**src/rtl/simd_pkg.sv**
```systemverilog
package simd_pkg;

  typedef enum logic [1:0] {
    OP_SAD  = 2'd0,
    OP_MULR = 2'd1,
    OP_AVG4 = 2'd2,
    OP_RSV  = 2'd3
  } opcode_t;

  // strobes from control to datapath
  typedef struct packed {
    logic    s1Capture;
    logic    s2Write;
    opcode_t s2Op;
  } ctrl_t;

endpackage

```
**src/rtl/simd_ctrl.sv**
```systemverilog
module simd_ctrl
  import simd_pkg::*;
(
  input  logic       clk,
  input  logic       rstN,
  input  logic       inValid,
  input  logic [1:0] inOp,
  input  logic       inGuard,
  output ctrl_t      ctrl,
  output logic       outValid
);

  opcode_t opIn;
  logic    issue;
  logic    s1Valid;
  opcode_t s1Op;
  logic    outValidR;

  assign opIn  = opcode_t'(inOp);
  assign issue = inValid && inGuard && (opIn != OP_RSV);

  always_ff @(posedge clk) begin
    if (!rstN) begin
      s1Valid   <= 1'b0;
      s1Op      <= OP_SAD;
      outValidR <= 1'b0;
    end else begin
      s1Valid   <= issue;
      s1Op      <= opIn;
      outValidR <= s1Valid;
    end
  end

  assign ctrl.s1Capture = issue;
  assign ctrl.s2Write   = s1Valid;
  assign ctrl.s2Op      = s1Op;
  assign outValid       = outValidR;


  latency_chk: assert property (@(posedge clk) disable iff (!rstN)
    issue |-> ##2 outValid);


  squash_chk: assert property (@(posedge clk) disable iff (!rstN)
    (inValid && !inGuard) |-> ##2 !outValid);


  reserved_chk: assert property (@(posedge clk) disable iff (!rstN)
    (inValid && opIn == OP_RSV) |-> ##2 !outValid);

endmodule

```
**src/rtl/simd_datapath.sv**
```systemverilog
module simd_datapath
  import simd_pkg::*;
#(
  parameter int DATA_W = 64
) (
  input  logic              clk,
  input  logic              rstN,
  input  ctrl_t             ctrl,
  input  logic [DATA_W-1:0] srcA,
  input  logic [DATA_W-1:0] srcB,
  input  logic [DATA_W-1:0] srcC,
  input  logic [DATA_W-1:0] srcD,
  output logic [DATA_W-1:0] outData
);

  localparam int LANE8  = DATA_W / 8;
  localparam int LANE16 = DATA_W / 16;
  localparam int SAD_W  = $clog2(LANE8 * 255 + 1);

  logic [7:0]         absR  [LANE8];
  logic [9:0]         sumR  [LANE8];
  logic signed [31:0] prodR [LANE16];
  logic [7:0]         avgLane [LANE8];
  logic [15:0]        mulLane [LANE16];
  logic [DATA_W-1:0]  avgVec, mulVec, resNext;
  logic [SAD_W-1:0]   sadSum;

  // stage 1: per-lane differences, sums and products
  for (genvar i = 0; i < LANE8; i++) begin : g_byte
    logic [7:0] a8, b8;
    assign a8 = srcA[8*i +: 8];
    assign b8 = srcB[8*i +: 8];
    always_ff @(posedge clk) begin
      if (!rstN) begin
        absR[i] <= '0;
        sumR[i] <= '0;
      end else if (ctrl.s1Capture) begin
        absR[i] <= (a8 > b8) ? (a8 - b8) : (b8 - a8);
        sumR[i] <= 10'(a8) + 10'(b8) + 10'(srcC[8*i +: 8]) + 10'(srcD[8*i +: 8]);
      end
    end
    logic [9:0] sumRnd;
    assign sumRnd     = sumR[i] + 10'd2;
    assign avgLane[i] = sumRnd[9:2];
    assign avgVec[8*i +: 8] = avgLane[i];
  end

  for (genvar j = 0; j < LANE16; j++) begin : g_half
    always_ff @(posedge clk) begin
      if (!rstN) prodR[j] <= '0;
      else if (ctrl.s1Capture)
        prodR[j] <= $signed(srcA[16*j +: 16]) * $signed(srcB[16*j +: 16]);
    end
    logic signed [32:0] prodRnd;
    assign prodRnd    = {prodR[j][31], prodR[j]} + 33'sh8000;
    assign mulLane[j] = prodRnd[31:16];
    assign mulVec[16*j +: 16] = mulLane[j];
  end

  // stage 2: reduction and result selection
  always_comb begin
    sadSum = '0;
    for (int i = 0; i < LANE8; i++) sadSum = sadSum + SAD_W'(absR[i]);
  end

  always_comb begin
    unique case (ctrl.s2Op)
      OP_MULR: resNext = mulVec;
      OP_AVG4: resNext = avgVec;
      default: resNext = DATA_W'(sadSum);
    endcase
  end

  always_ff @(posedge clk) begin
    if (!rstN)             outData <= '0;
    else if (ctrl.s2Write) outData <= resNext;
  end


  hold_chk: assert property (@(posedge clk) disable iff (!rstN)
    !ctrl.s2Write |=> $stable(outData));


  sad_zext_chk: assert property (@(posedge clk) disable iff (!rstN)
    (ctrl.s2Write && ctrl.s2Op == OP_SAD) |=> (outData[DATA_W-1:SAD_W] == '0));

endmodule

```
**src/rtl/simd_media_unit.sv**
```systemverilog
module simd_media_unit
  import simd_pkg::*;
#(
  parameter int DATA_W = 64
) (
  input  logic              clk,
  input  logic              rstN,
  input  logic              inValid,
  input  logic [1:0]        inOp,
  input  logic              inGuard,
  input  logic [DATA_W-1:0] srcA,
  input  logic [DATA_W-1:0] srcB,
  input  logic [DATA_W-1:0] srcC,
  input  logic [DATA_W-1:0] srcD,
  output logic              outValid,
  output logic [DATA_W-1:0] outData
);

  ctrl_t ctrl;

  simd_ctrl u_ctrl (
    .clk(clk), .rstN(rstN), .inValid(inValid), .inOp(inOp),
    .inGuard(inGuard), .ctrl(ctrl), .outValid(outValid)
  );

  simd_datapath #(.DATA_W(DATA_W)) u_dp (
    .clk(clk), .rstN(rstN), .ctrl(ctrl), .srcA(srcA), .srcB(srcB),
    .srcC(srcC), .srcD(srcD), .outData(outData)
  );

endmodule

```
**config.mk**
```make
export PLATFORM = sky130hd
export DESIGN_NAME = simd_media_unit
export DESIGN_NICKNAME = d
export VERILOG_FILES = /design/src/rtl/simd_pkg.sv /design/src/rtl/simd_ctrl.sv /design/src/rtl/simd_datapath.sv /design/src/rtl/simd_media_unit.sv
export SDC_FILE = /design/constraint.sdc
export NUM_CORES = 2
export LEC_CHECK = 0
export BUFFER_PORTS_ARGS = -buffer_cell sky130_fd_sc_hd__buf_2
export CORE_MARGIN = 2
export CORE_UTILIZATION = 50
export DETAILED_ROUTE_END_ITERATION = 6
export GPL_TIMING_DRIVEN = 0
export MAX_ROUTING_LAYER = met4
export PLACE_DENSITY = 0.67
export SLEW_MARGIN = 5
export SYNTH_ARGS = -nofsm -noshare
export SYNTH_HDL_FRONTEND = slang
export SYNTH_SLANG_ARGS = --single-unit
```
**constraint.sdc**
```tcl
create_clock -name clk -period 12.9 [get_ports clk]
set_input_delay 1.935 -clock clk [delete_from_list [all_inputs] [get_ports clk]]
set_output_delay 1.935 -clock clk [all_outputs]
set_load 0.05 [all_outputs]
```
Yosys cells after proc, flatten, opt, wreduce, memory -nomap -nowiden
Memory sizes are Yosys's and may differ from the RTL's.
Cells that the tools add are included.
Cells by class
  add/sub/neg operators: 59
  multipliers: 4
  magnitude comparators: 8
  equality and inequality tests: 3
  mux-type cells: 33
  bitwise gates (word level): 20
  reductions and logical operators: 2
Operator list (count)
  10-bit by 8-bit adder with 10-bit output: 16
  32-bit by 17-bit adder with 32-bit output (second input constant): 4
  16-bit by 16-bit multiplier with 32-bit output: 4
  32-bit two-way mux: 4
  8-bit two-way mux: 16
  64-bit case mux with 2 select lines: 1
  8-bit subtractor: 16
  8-bit by 8-bit adder with 9-bit output: 9
  10-bit by 2-bit adder with 10-bit output (second input constant): 8
  10-bit two-way mux: 8
  11-bit by 8-bit adder with 11-bit output: 6
  8-bit > comparator: 8
  1-bit OR: 20
  1-bit two-way mux: 4
  2-bit by 1-bit == test with 1-bit output (second input constant): 1
  2-bit == test (second input constant): 1
  1-bit logical AND: 2
  2-bit != test (second input constant): 1
Word-level totals
  register bits: 68
  RAM bits: 272
  bits of input ports: 262
  logic and storage cells: 136
  memories: 3
Memory list
  u_dp.prodR: depth 4, width 32, read ports 4, clocked after Yosys merged registers in 0, write ports 4, RTL line simd_datapath.sv:22  | logic signed [31:0] prodR [LANE16];
  u_dp.sumR: depth 8, width 10, read ports 8, clocked after Yosys merged registers in 0, write ports 8, RTL line simd_datapath.sv:21  | logic [9:0] sumR [LANE8];
  u_dp.absR: depth 8, width 8, read ports 8, clocked after Yosys merged registers in 0, write ports 8, RTL line simd_datapath.sv:20  | logic [7:0] absR [LANE8];

Longest topological paths before layout
An unclocked memory read counts as a cell.
  depth after elaboration: 9
  mapped depth: 25

By module
From an unflattened synthesis, not the netlist that was laid out.
Unflattened totals
  cells, all modules: 6413
  area total of the unflattened synthesis: 60390.4 µm²
By module, submodules not included
  simd_datapath: times used 1, cells an instance 6400, area an instance 60251.5 µm², sequential area each 7407.1 µm²
  simd_ctrl: times used 1, cells an instance 13, area an instance 138.9 µm², sequential area each 80.1 µm²

Worst setup path after synthesis
No wires, ideal clock.
  path kind: input to register
  from: in srcA[41]
  to: mem u_dp.prodR[2][30], data pin
  library setup time: 0.258 ns
  arrival time: 7.624 ns
  setup slack: 5.019 ns
  cell stages on the path: 23
  buffers on the path: 1
  path through: clkbuf_1 -> inv_1 -> nor2_1 -> fa_1 -> inv_1 -> fa_1 -> fa_1 -> inv_1 -> fa_1 -> fa_1 -> inv_1 -> fa_1 -> inv_1 -> ha_1 -> a21o_1 -> a21o_1 -> a221o_1 -> a311o_1 -> a21oi_2 -> o221ai_2 -> a31o_1 -> a21o_1 -> mux2i_1
RTL lines
  start: declaration: RTL line simd_media_unit.sv:11  | input logic [DATA_W-1:0] srcA,
  end: declaration: RTL line simd_datapath.sv:22

==> impl_metrics.env <==
export IMPL_outcome="finished with violations"
export IMPL_failed_checks="DRC"
export IMPL_ys_flop_type="edfxtp_1"
export IMPL_finalHoldViolCount=0
export IMPL_rows=128
export IMPL_die_width_um=354
export IMPL_cp_max_fo=9
export IMPL_finClkSkew_ps=47.6
export IMPL_tritoncts="yes"
export IMPL_nets=9209
export IMPL_cp_arrival_ps=9960
export IMPL_viasPerCell=5.39
export IMPL_synth_seq_cells=272
export IMPL_critPathKind="input pin to register"
export IMPL_powerDensity_nw_per_um2=299
export IMPL_maxSlewViolCount=0
export IMPL_synthDistinctLibCells=79
export IMPL_endpoint="u_dp.prodR[1][30]"
export IMPL_reg2reg_depth=21
export IMPL_die_h_um=354
export IMPL_slew_headroom_pct=21.8
export IMPL_syn_instance_count=6804
export IMPL_syn_nets=8850
export IMPL_tightest_slew_ps=1170
export IMPL_vdd_drop_max_mv=0.746
export IMPL_core_area_um2=122000
export IMPL_drive_above_1_share_pct=6.37
export IMPL_vias=47500
export IMPL_drt_initial_drc_count=3541
export IMPL_overflow=0
export IMPL_initial_core_util_pct=50.3
export IMPL_antennaDiodeCount=0
export IMPL_cts_resized=0
export IMPL_rsz0062_at_grt="no"
export IMPL_total_power_mw=19.7
export IMPL_reg2reg_from="u_dp.absR[0][1]"
export IMPL_r2r_setup_slack_ps=7300
export IMPL_grt_pass1_wl_mm=289
export IMPL_wl_per_cell_um=21.0
export IMPL_setup_viol=0
export IMPL_antenna_found_initial=4
export IMPL_max_cap_violations=0
export IMPL_ant_nets=0
export IMPL_syn_avg_cell_area_um2=9.00
export IMPL_ios=327
export IMPL_ys_async_sr_fraction_pct=0
export IMPL_routed_wl_mm=185
export IMPL_grt_use_total_pct=31.0
export IMPL_fin_crit_ps=9670
export IMPL_dp_hpwl_mm=158
export IMPL_area_growth_pct=7.68
export IMPL_drcViolationCount=1
export IMPL_mostFrequentLayoutCells="inv_1 (1,640), fa_1 (1,171), nor2_1 (809)"
export IMPL_crit_required_ps=13190
export IMPL_timing_fmax_mhz=103
export IMPL_yosysTopAreaCell="fa_1"
export IMPL_crit_path_end_kind="register"
export IMPL_synth_warnings=0
export IMPL_multi_input_area_um2=46600
export IMPL_numClockSinks=272
export IMPL_clkTransAtPathRegs_ps=70
export IMPL_clkLatencyLatePin_ps=590
export IMPL_synth_edff_count=204
export IMPL_grt_max_degree=60
export IMPL_cts_root_buf="clkbuf_16"
export IMPL_io_buffers=326
export IMPL_synth_area_um2=61300
export IMPL_drtPass1Iterations=7
export IMPL_final_util_pct=54.2
export IMPL_gp_congestion=0.984
export IMPL_fillers=11500
export IMPL_hold_path_class="register to register"
export IMPL_ys_seq_area_share_pct=12.2
export IMPL_hold_buffers=0
export IMPL_synth_top_cell_area_share_pct=38.3
export IMPL_h_tree_depth=1
export IMPL_grt_pass1_vias=49800
export IMPL_synth_area_top_cells="fa_1 (38%), ha_1 (13%), inv_1 (10%)"
export IMPL_clk_path_buf_depth=3
export IMPL_crit_start="srcA[25]"
export IMPL_cts_buffers=28
export IMPL_r2r_end="u_dp.outData[10]"
export IMPL_min_period_over_period_pct=74.9
export IMPL_final_common_cell="inv_1"
export IMPL_crit_path_start_kind="input pin"
export IMPL_tns_ps=0
export IMPL_p_leak_nw=33.5
export IMPL_cts_setup_buffers=0
export IMPL_regArea_um2=7490
export IMPL_die_area_um2=125000
-- routing by layer --
layer	wire length [µm]	GRT usage, %	vias up
met5	0	-	-
met4	9360	12.4	0
met3	15400	4.89	383
met2	84200	48.3	1855
met1	75800	40.8	23900
li1	-	-	21400
-- synthesized netlist by cell type (96+ instances only) --
library cell and instances:
inv_1 1640, fa_1 1171, nor2_1 809, ha_1 613, nand2_1 573, a21oi_1 250
xnor2_1 245, edfxtp_1 204, clkbuf_1 183, xor2_1 98, nand3_1 96, o21ai_0 96
-- worst max-delay path: stages --
cell	delay, ps
buf_2	240
clkbuf_1	570
clkinv_1	690
nor2_1	340
fa_1	440
inv_1	80
fa_1	450
fa_1	530
inv_1	80
fa_1	510
fa_1	510
inv_1	60
fa_1	470
inv_1	40
ha_1	280
nand2_1	150
nor3_1	80
a211oi_1	780
nand2_1	320
a41oi_1	560
a21oi_1	230
a221oi_1	360
xor2_1	190
nor2_1	50
-- stage by stage --
step	setup slack (ps)	hold WS, ps	cell area, µm²	std cells
after global routing	2990	491	66000	8810
after CTS	3350	464	66000	8810
after floorplan	5020	532	61300	6804
after global placement	2880	439	64900	8755
after detailed placement	2800	441	65000	8758
final	3230	459	66000	8810
-- report_power, final --
part	total [mW]	switching [mW]	internal, mW	leakage [nW]
Sequential	1.35	0.143	1.20	2.59
Clock	0.860	0.377	0.483	0.455
Combinational	17.5	10.1	7.36	30.5
-- area by class of cell --
class	instances	share of cell area (%)
Sequential cell	272	11.4
Timing Repair Buffer	329	2.59
Multi-Input combinational cell	4636	70.7
Clock inverter	21	0.366
Buffer	212	1.26
Tap cell	1625	3.08
Clock buffer	31	1.08
Inverter	1684	9.58
-- flip-flops by register name (all words and copies together), names as in the netlist --
| name | cells |
|---|---|
| u_dp.prodR | 68 |
| u_ctrl.s1Op | 2 |
| u_dp.sumR | 72 |
| u_ctrl.outValid | 1 |
| u_ctrl.s1Valid | 1 |
| u_dp.absR | 64 |
| u_dp.outData | 64 |
-- cells by family after synthesis --
group,after synthesis,synth area share [%]
buffers and inverters,1896,11.7
AND/OR/NAND/NOR,1749,12.0
adder cells (fa/ha/maj),1784,50.8
AO/OA/AOI/OAI,699,7.35
XOR/XNOR,343,4.90
flip-flops,272,12.2
multiplexers,61,1.05
-- how the worst min path moves through the flow --
stage	startpoint	end	slack (ps)	depth (start not counted)
after floorplan	u_dp.sumR[0][19]	u_dp.outData[15]	530	2
after global placement	u_dp.outData[30]	u_dp.outData[30]	440	2
after detailed placement	u_dp.outData[46]	u_dp.outData[46]	440	2
after CTS	u_dp.outData[46]	u_dp.outData[46]	460	2
after global routing	u_dp.outData[29]	u_dp.outData[29]	490	2
final	u_dp.outData[15]	u_dp.outData[15]	460	2
(Power assumes the default switching activity.)
